$ cat src/rtl/irq_route_pkg.sv
`timescale 1ns/1ps
package irq_route_pkg;
    localparam int VEC_W   = 64;
    localparam int LO_W    = 32;
    localparam int REMAP_N = 4;
    localparam int ADDR_W  = 3;
    localparam int N_CPU   = 2;

    typedef enum logic [ADDR_W-1:0] {
        RA_M0_A  = 3'd0,
        RA_M1_A  = 3'd1,
        RA_M0_B  = 3'd2,
        RA_M1_B  = 3'd3,
        RA_STEER = 3'd4
    } reg_addr_e;

    // error sources selected for forwarding
    localparam logic [VEC_W-1:0] ERR0_SEL = 64'h0000_0000_0000_0008;
    localparam logic [VEC_W-1:0] ERR1_SEL = 64'h0000_01F0_0000_0000;
endpackage

$ cat src/rtl/irq_regs.sv
`timescale 1ns/1ps
module irq_regs
    import irq_route_pkg::*;
#(
    parameter int VW = VEC_W,
    parameter int RN = REMAP_N,
    parameter int AW = ADDR_W
) (
    input  logic          clk,
    input  logic          rst_n,
    input  logic          we,
    input  logic [AW-1:0] addr,
    input  logic [VW-1:0] wdata,
    output logic [VW-1:0] rdata,
    output logic [VW-1:0] mask0_a,
    output logic [VW-1:0] mask1_a,
    output logic [VW-1:0] mask0_b,
    output logic [VW-1:0] mask1_b,
    output logic [RN-1:0] steer,
    output logic          fwd_en
);
    localparam int SW = RN + 1;

    logic [VW-1:0] m0a_q, m1a_q, m0b_q, m1b_q;
    logic [SW-1:0] steer_q;

    always_ff @(posedge clk) begin
        if (!rst_n) begin
            m0a_q   <= '0;
            m1a_q   <= '0;
            m0b_q   <= '0;
            m1b_q   <= '0;
            steer_q <= '0;
        end else if (we) begin
            unique case (addr)
                RA_M0_A:  m0a_q   <= wdata;
                RA_M1_A:  m1a_q   <= wdata;
                RA_M0_B:  m0b_q   <= wdata;
                RA_M1_B:  m1b_q   <= wdata;
                RA_STEER: steer_q <= wdata[SW-1:0];
                default:  ;
            endcase
        end
    end

    always_comb begin
        rdata = '0;
        unique case (addr)
            RA_M0_A:  rdata = m0a_q;
            RA_M1_A:  rdata = m1a_q;
            RA_M0_B:  rdata = m0b_q;
            RA_M1_B:  rdata = m1b_q;
            RA_STEER: rdata[SW-1:0] = steer_q;
            default:  rdata = '0;
        endcase
    end

    assign mask0_a = m0a_q;
    assign mask1_a = m1a_q;
    assign mask0_b = m0b_q;
    assign mask1_b = m1b_q;
    assign steer   = steer_q[RN-1:0];
    assign fwd_en  = steer_q[RN];

    AST_STEER_RSVD_ZERO: assert property (@(posedge clk) disable iff (!rst_n)
        (addr == RA_STEER) |-> (rdata[VW-1:SW] == '0));
    AST_WRITE_LANDS: assert property (@(posedge clk) disable iff (!rst_n)
        (we && addr == RA_M0_A) |=> (mask0_a == $past(wdata)));
endmodule

$ cat src/rtl/irq_level_route.sv
`timescale 1ns/1ps
module irq_level_route
    import irq_route_pkg::*;
#(
    parameter int VW = VEC_W,
    parameter int LW = LO_W,
    parameter int RN = REMAP_N
) (
    input  logic          clk,
    input  logic          rst_n,
    input  logic [VW-1:0] pend0,
    input  logic [VW-1:0] pend1,
    input  logic [VW-1:0] mask0,
    input  logic [VW-1:0] mask1,
    input  logic [RN-1:0] steer,
    output logic          l2_o,
    output logic          l3_o
);
    localparam int GW = LW / RN;

    logic [LW-1:0] to_l2;
    logic [VW-1:0] hit1;
    logic          l2_d, l3_d, l2_q, l3_q;

    assign hit1 = pend1 & mask1;

    for (genvar g = 0; g < RN; g++) begin : g_grp
        assign to_l2[g*GW +: GW] = {GW{steer[g]}};

        AST_GRP_TO_L2: assert property (@(posedge clk) disable iff (!rst_n)
            (steer[g] && |hit1[g*GW +: GW]) |=> l2_o);
        AST_GRP_TO_L3: assert property (@(posedge clk) disable iff (!rst_n)
            (!steer[g] && |hit1[g*GW +: GW]) |=> l3_o);
    end

    always_comb begin
        l2_d = (|(pend0 & mask0)) | (|(hit1[LW-1:0] & to_l2));
        l3_d = (|hit1[VW-1:LW])   | (|(hit1[LW-1:0] & ~to_l2));
    end

    always_ff @(posedge clk) begin
        if (!rst_n) begin
            l2_q <= 1'b0;
            l3_q <= 1'b0;
        end else begin
            l2_q <= l2_d;
            l3_q <= l3_d;
        end
    end

    assign l2_o = l2_q;
    assign l3_o = l3_q;

    AST_V0_TO_L2: assert property (@(posedge clk) disable iff (!rst_n)
        (|(pend0 & mask0)) |=> l2_o);
    AST_HI_TO_L3: assert property (@(posedge clk) disable iff (!rst_n)
        (|(pend1[VW-1:LW] & mask1[VW-1:LW])) |=> l3_o);
endmodule

$ cat src/rtl/irq_err_fwd.sv
`timescale 1ns/1ps
module irq_err_fwd
    import irq_route_pkg::*;
#(
    parameter int               VW   = VEC_W,
    parameter logic [VW-1:0]    SEL0 = ERR0_SEL,
    parameter logic [VW-1:0]    SEL1 = ERR1_SEL
) (
    input  logic          clk,
    input  logic          rst_n,
    input  logic          en,
    input  logic [VW-1:0] pend0,
    input  logic [VW-1:0] pend1,
    output logic          err_o
);
    logic err_q;

    always_ff @(posedge clk) begin
        if (!rst_n) err_q <= 1'b0;
        else        err_q <= en & ((|(pend0 & SEL0)) | (|(pend1 & SEL1)));
    end

    assign err_o = err_q;

    AST_FWD_OFF_QUIET: assert property (@(posedge clk) disable iff (!rst_n)
        !en |=> !err_o);
    AST_FWD_PAGE_MIG: assert property (@(posedge clk) disable iff (!rst_n)
        (en && pend0[3]) |=> err_o);
endmodule

$ cat src/rtl/irq_mask_router.sv
`timescale 1ns/1ps
module irq_mask_router
    import irq_route_pkg::*;
(
    input  logic              clk,
    input  logic              rst_n,
    input  logic [VEC_W-1:0]  pend0_i,
    input  logic [VEC_W-1:0]  pend1_i,
    input  logic              reg_we,
    input  logic [ADDR_W-1:0] reg_addr,
    input  logic [VEC_W-1:0]  reg_wdata,
    output logic [VEC_W-1:0]  reg_rdata,
    output logic              cpu_a_l2,
    output logic              cpu_a_l3,
    output logic              cpu_b_l2,
    output logic              cpu_b_l3,
    output logic              err_fwd
);
    logic [VEC_W-1:0]   m0 [N_CPU];
    logic [VEC_W-1:0]   m1 [N_CPU];
    logic [REMAP_N-1:0] steer;
    logic               fwd_en;
    logic [N_CPU-1:0]   l2, l3;

    irq_regs #(.VW(VEC_W), .RN(REMAP_N), .AW(ADDR_W)) u_regs (
        .clk     (clk),
        .rst_n   (rst_n),
        .we      (reg_we),
        .addr    (reg_addr),
        .wdata   (reg_wdata),
        .rdata   (reg_rdata),
        .mask0_a (m0[0]),
        .mask1_a (m1[0]),
        .mask0_b (m0[1]),
        .mask1_b (m1[1]),
        .steer   (steer),
        .fwd_en  (fwd_en)
    );

    for (genvar c = 0; c < N_CPU; c++) begin : g_cpu
        irq_level_route #(.VW(VEC_W), .LW(LO_W), .RN(REMAP_N)) u_route (
            .clk   (clk),
            .rst_n (rst_n),
            .pend0 (pend0_i),
            .pend1 (pend1_i),
            .mask0 (m0[c]),
            .mask1 (m1[c]),
            .steer (steer),
            .l2_o  (l2[c]),
            .l3_o  (l3[c])
        );
    end

    irq_err_fwd #(.VW(VEC_W), .SEL0(ERR0_SEL), .SEL1(ERR1_SEL)) u_fwd (
        .clk   (clk),
        .rst_n (rst_n),
        .en    (fwd_en),
        .pend0 (pend0_i),
        .pend1 (pend1_i),
        .err_o (err_fwd)
    );

    assign cpu_a_l2 = l2[0];
    assign cpu_a_l3 = l3[0];
    assign cpu_b_l2 = l2[1];
    assign cpu_b_l3 = l3[1];

    AST_B_SILENT_NO_MASK: assert property (@(posedge clk) disable iff (!rst_n)
        (m0[1] == '0 && m1[1] == '0) |=> (!cpu_b_l2 && !cpu_b_l3));
endmodule

$ cat config.mk
export PLATFORM = sky130hd
export DESIGN_NAME = irq_mask_router
export DESIGN_NICKNAME = d
export VERILOG_FILES = /design/src/rtl/irq_route_pkg.sv /design/src/rtl/irq_regs.sv /design/src/rtl/irq_level_route.sv /design/src/rtl/irq_err_fwd.sv /design/src/rtl/irq_mask_router.sv
export SDC_FILE = /design/constraint.sdc
export NUM_CORES = 1
export LEC_CHECK = 0
export BUFFER_PORTS_ARGS = -buffer_cell sky130_fd_sc_hd__buf_2
export CORE_MARGIN = 3
export CORE_UTILIZATION = 25
export DETAILED_ROUTE_END_ITERATION = 10
export SYNTH_ARGS = -nofsm -noshare
export SYNTH_HDL_FRONTEND = slang
export SYNTH_SLANG_ARGS = --single-unit
$ cat constraint.sdc
create_clock -name clk -period 3.6 [get_ports clk]
set_input_delay 0.72 -clock clk [delete_from_list [all_inputs] [get_ports clk]]
set_output_delay 0.72 -clock clk [all_outputs]
set_load 0.005 [all_outputs]
==> results.txt, run 1 <==
Clk root buf: clkbuf_16
Via count: 13.32k
Sw frac: 0.2625
Die Area: 50310 um^2
Clock network fraction of design power: 0.447
# port buffers: 266
Share of layout cells above drive strength 1: 0.1970
FP Rows: 79
Fin. Hold Viols: 0
CP Max Fanout: 33
TNS Setup: 0 ns
PwrDens: 458.5 nW/um^2
Met3 Wirelength: 7352 um
Area of the core: 46850 um^2
First-pass GRT wire length: 85910 um
Netlist cell types: 32
Post-synth top area cell: dfxtp_1
Count leader, synth: nand2_1
Unrepaired setup endpoints after global routing: no
Static leakage: 5.509 nW
Drt pass-1 iters: 6
Fmax: 327.9 MHz
Arrival time worst endpoint: 2.33 ns
Vias per cell: 5.548
Minimum clock period: 3.050 ns
Cell count after placement: 2338
Worst-path clk slew: 0.06 ns
DRT iter0 DRCs: 2037
CTS tree: built
Syn_nets: 1750
Io pins: 267
Crit path kind: in2out
Routability cong.: 0.9169
Final Setup Violations: 0
Logic pwr share: 0.096
M1 WL: 25280 um
Final period util: 0.8472
Vias in the first global route: 11.96k
Post-synth top cells: nand2_1, dfxtp_1, a21oi_1
CP startpoint kind: primary input
Routed Antenna Nets: 0
Seq cells post-synth: 266
Initial core utilization: 0.2543
Area post-placement: 13810 um^2
Synth-to-Final Area Change: 24.22%
Total CTS buffers: 30
Initial antenna violation count: 17
Die height: 224.3 um
Post-Synthesis Cells: 1552
Register area: 5325 um^2
Max clock buf depth: 3
Slew Limit Fails: 0
Total power: 6.786 mW
Worst Setup End Kind: output pin
Top post-synthesis cells by area: dfxtp_1, nand2_1, a22oi_1
Synth top area share: 0.4470
Die X: 224.3 um
Sequential share of power: 0.457
Worst slew pin tran: 0.6866 ns
Max IR drop VDD: 0.0003497 V
Warnings from Yosys: 0
H-tree depth: 1
DR top layer: met5
Fillers: 5002
Min-delay worst type: in2reg
Hpwl dp: 46350 um
Max Clock Skew: 0.01089 ns
Postcts setup bufs: 0
GRT Util Overall: 0.2298
Grt ovf: 0
Residual DRC: 0
# hold bufs at CTS: 0
Detailed Route WL: 60690 um
Post-route cell area: 14800 um^2
Critical Path RT: 2.88 ns
Largest net degree at the start of global routing: 89
Fin cells: 2401
Syn_area_per_cell: 7.676 um^2
Register area share after synthesis: 0.4470
Area of the multi-input gates: 6023 um^2
Cell Int Power: 5.004 mW
Avg WL per Cell: 25.28 um
Number of flops mapped to enable cells by yosys: 0
Worst-Skew Late Latency: 0.57 ns
# clock sinks: 266
Psw: 1.781 mW
Cell Area, Synth: 11910 um^2
# Max-Cap Violations: 0
Top_reg_cell synth: dfxtp_1
Asr flop ratio synth: 0
Rel. slew slack: 0.5406
PostCTS Resize Cnt: 0
# nets final: 1961
Status: finished clean
Routed wl met2: 26390 um
[logic make-up (layout without fill, tap and decap cells)]
family / count (synthesis) / in the layout / share of synthesized area
multiplexers: 10 / 10 / 0.008403
AND/OR/NAND/NOR: 630 / 630 / 0.2103
other: 0 / 12 / 0
AO/OA/AOI/OAI: 530 / 530 / 0.2859
flip-flops: 266 / 266 / 0.4470
buffers and inverters: 116 / 346 / 0.04842
[path summary, 6_finish.rpt]
kind                                        start                          endpoint  slack, ns  cells after the start
setup reg to reg  u_regs.mask0_b[30]$_SDFFE_PN0P_  g_cpu[1].u_route.l2_o$_SDFF_PN0_       1.26                      5
setup / recovery                      reg_addr[0]                     reg_rdata[59]       0.55                      7
hold reg to reg   u_regs.mask1_a[26]$_SDFFE_PN0P_   u_regs.mask1_a[26]$_SDFFE_PN0P_       0.47                      2
hold / removal                      reg_wdata[37]   u_regs.mask1_a[37]$_SDFFE_PN0P_       0.43                      3
[sequential cells by signal, indices dropped and copies added, names as in the netlist]
| signal | cells |
|---|---|
| g_cpu.u_route.l2_o | 2 |
| g_cpu.u_route.l3_o | 2 |
| u_fwd.err_o | 1 |
| u_regs.mask0_a | 64 |
| u_regs.mask0_b | 64 |
| u_regs.mask1_a | 64 |
| u_regs.mask1_b | 64 |
| u_regs.steer_q | 5 |
[placed cells by master (no fill, tap or decap), types with 2 or more instances in the layout]
master     instances
a21oi_1          263
a221oi_1          36
clkbuf_1           6
dfxtp_1          266
nor2b_1            5
buf_12            13
a22o_1            36
diode_2           12
clkbuf_8           7
nor3_4             2
nand2_2            4
nor2_1            11
clkinv_2           5
nand2_1          571
and2_2             4
and3_2             2
a211oi_1           2
o22ai_1            5
nand4_1           22
nor3_1             2
buf_2            266
inv_1              2
a31oi_1            4
a2111oi_0          2
clkbuf_16         31
a22oi_1          180
mux2i_1           10
buf_4             12
[stage by stage]
stage / hold WS [ns] / util / setup WS, ns
3_5_place_dp: 0.4637 / 0.2947 / 0.6212
2_1_floorplan: 0.4397 / - / 1.060
4_1_cts: 0.4103 / 0.3152 / 0.6139
3_3_place_gp: 0.4571 / 0.2947 / 0.6542
6_report: 0.4263 / 0.3158 / 0.5499
5_1_grt: 0.4186 / 0.3156 / 0.4548
[critical path: stages]
cell and delay (ns):
buf_2 0.29, nor2b_2 0.35, and2_2 0.27, buf_12 0.22
a22oi_1 0.11, nand2_1 0.17, buf_2 0.15
[power groups by stage]
stage / logic (mW) / registers (mW) / clock network (mW)
global placement: 0.629 / 3.16 / 0
global route: 0.692 / 3.10 / 3.15
detailed placement: 0.635 / 3.16 / 0
CTS: 0.637 / 3.10 / 3.04
floorplan: 0.277 / 3.12 / 0
finish: 0.653 / 3.10 / 3.03
[cell type report]
type	instances	share of cell area
antenna	12	0.002029
clock buffer	44	0.06046
clock inverter	7	0.004312
inverter	4	0.001353
multi-input combinational	1170	0.4070
sequential	266	0.3599
tap	607	0.05132
timing repair buffer	291	0.1136
[per-layer routing]
metal / up-vias / track usage
met4: 12 / 0.06356
met2: 922 / 0.3468
met1: 6341 / 0.3273
li1: 5950 / -
met5: - / 0
met3: 95 / 0.05625
(Power assumes the default switching activity.)
==> inputs of run 2 (changes only) <==
- clock period: 3.6 -> 2.66 ns (I/O delays scaled with it)
==> run 2 against run 1 <==
Net effect:
- final cell count is 0.50% higher
- clock power is 40% higher
- global-route usage is 0.61 points higher
- critical path depth did not move
- clock skew decreased by 0.0049 ns
- die area stayed put
- sequential power up 35%
==> results.txt, run 2 (synthesis gave the netlist of run 1 again) <==
Routed Antenna Nets: 0
First-pass GRT wire length: 87310 um
Initial core utilization: 0.2543
PwrDens: 626.1 nW/um^2
Max clock buf depth: 3
Worst slew pin tran: 0.7316 ns
Slew Limit Fails: 0
Critical Path Source: reg_addr[2]
Worst-path clk slew: 0.06 ns
Die Area: 50310 um^2
# hold bufs at CTS: 0
PostCTS Resize Cnt: 1
# Max-Cap Violations: 0
Most common cell after layout, fill and taps aside: nand2_1
TNS Setup: 0 ns
Routability cong.: 0.9495
Static leakage: 5.606 nW
Worst-Skew Late Latency: 0.56 ns
Hold_sp: reg_wdata[20]
Max Clock Skew: 0.006025 ns
Min-delay worst type: in2reg
Initial antenna violation count: 21
Die X: 224.3 um
Die height: 224.3 um
Io pins: 267
Worst Setup End Kind: output pin
GRT Util Overall: 0.2359
FP Rows: 79
Arrival time worst endpoint: 2.06 ns
Worst path bufs/invs: 3
Postcts setup bufs: 0
Status: finished clean
Share of layout cells above drive strength 1: 0.2040
Crit path kind: in2out
# clock sinks: 266
Cell count after placement: 2354
DRT iter0 DRCs: 1801
Vias per cell: 5.571
Most frequent cells in the layout: nand2_1, dfxtp_1, buf_2
Met1 usage: 0.3245
Hpwl dp: 47220 um
Fin. Hold Viols: 0
Worst setup path end: reg_rdata[36]
Grt ovf: 0
Via count: 13.44k
CP startpoint kind: primary input
Met3 usage: 0.07178
Clk root buf: clkbuf_16
Largest net degree at the start of global routing: 76
Worst reg2reg path depth: 7
Rel. slew slack: 0.5123
Synth-to-Final Area Change: 25.65%
Final Setup Violations: 0
Unrepaired setup endpoints after global routing: no
CP top delay family: simple AND/OR/NAND/NOR gates
CP cell instances: buf_2 > nor2b_2 > and2_4 > buf_4 > a22oi_1 > nand2_1 > buf_2
Crit path largest cell delay: 0.40 ns
Crit Reg-Reg Endpoint: g_cpu[0].u_route.l3_o$_SDFF_PN0_
Avg WL per Cell: 25.79 um
WP depth: 7
# nets final: 1977
Cell mode on critical path: buf_2
CTS tree: built
Fmax: 385.8 MHz
Area of the core: 46850 um^2
CP Max Fanout: 21
Detailed Route WL: 62230 um
Critical-path top delay cell: and2_4
Global routing's busiest layer: met2
Drt pass-1 iters: 6
Flop-to-flop setup slack: 0.51 ns
Critical Path RT: 2.13 ns
# port buffers: 266
Met2 GRT Util: 0.3514
Residual DRC: 0
Max IR drop VDD: 0.0004443 V
H-tree depth: 1
Worst R2R Start: u_regs.mask1_a[40]$_SDFFE_PN0P_
Fin cells: 2413
Total CTS buffers: 30
Minimum clock period: 2.592 ns
Final period util: 0.9745
Vias in the first global route: 12.42k
run 2: cell types whose count changed in the layout (fill, tap and decap cells not counted), sizes merged:
cell / before / now
buf: 291 / 307
bufinv: 1 / 2
clkbuf: 44 / 46
clkinv: 6 / 3
clkinvlp: 0 / 1
diode: 12 / 7
run 2: stage by stage:
step | area (um^2) | hold slack [ns] | power, mW | setup slack (ns) | utilization
3_3_place_gp | 13950 | 0.4563 | 5.174 | -0.08242 | 0.2978
4_1_cts | 14950 | 0.2112 | 9.394 | 0.09526 | 0.3191
3_5_place_dp | 13950 | 0.4623 | 5.179 | -0.07409 | 0.2978
6_report | 14970 | 0.2353 | 9.372 | 0.06794 | 0.3195
5_1_grt | 14970 | 0.2189 | 9.634 | 0.003363 | 0.3194
2_1_floorplan | 11910 | 0.4397 | 4.592 | 0.4960 | -
run 2: worst min path at each step:
stage,to,slack [ns],depth (start not counted)
floorplan,u_fwd.err_o$_SDFF_PN0_,0.44,1
global placement,u_regs.mask1_b[11]$_SDFFE_PN0P_,0.46,2
detailed placement,u_regs.mask0_b[3]$_SDFFE_PN0P_,0.46,2
CTS,u_regs.mask0_a[32]$_SDFFE_PN0P_,0.21,3
global route,u_regs.mask0_a[32]$_SDFFE_PN0P_,0.22,3
finish,u_regs.mask1_b[20]$_SDFFE_PN0P_,0.24,3
run 2: worst min-delay path, cell delays in order:
cell and delay (ns):
buf_2 0.12, nand2_1 0.05, a21oi_1 0.05
run 2: layout make-up:
class	count	area [um^2]
fillers	5047	31880
multi-input cells	1170	6025
flip-flops and latches	266	5325
repair buffers	307	1827
clock buffers	46	912.1
well taps	607	759.5
clock inverters	6	82.58
inverters	4	20.02
diodes	7	17.52
run 2: power breakdown:
group          total (mW)  switching [mW]  leakage [nW]  internal (mW)
clock network        4.25            1.72         0.488           2.53
registers            4.20           0.118          2.15           4.08
logic               0.924           0.605          2.96          0.319
run 2: metal layers:
| layer | vias to the layer above | part of all wire |
|---|---|---|
| li1 | 5975 | - |
| met1 | 6410 | 0.41 |
| met2 | 910 | 0.43 |
| met3 | 126 | 0.12 |
| met4 | 22 | 0.036 |
| met5 | - | 0.0024 |
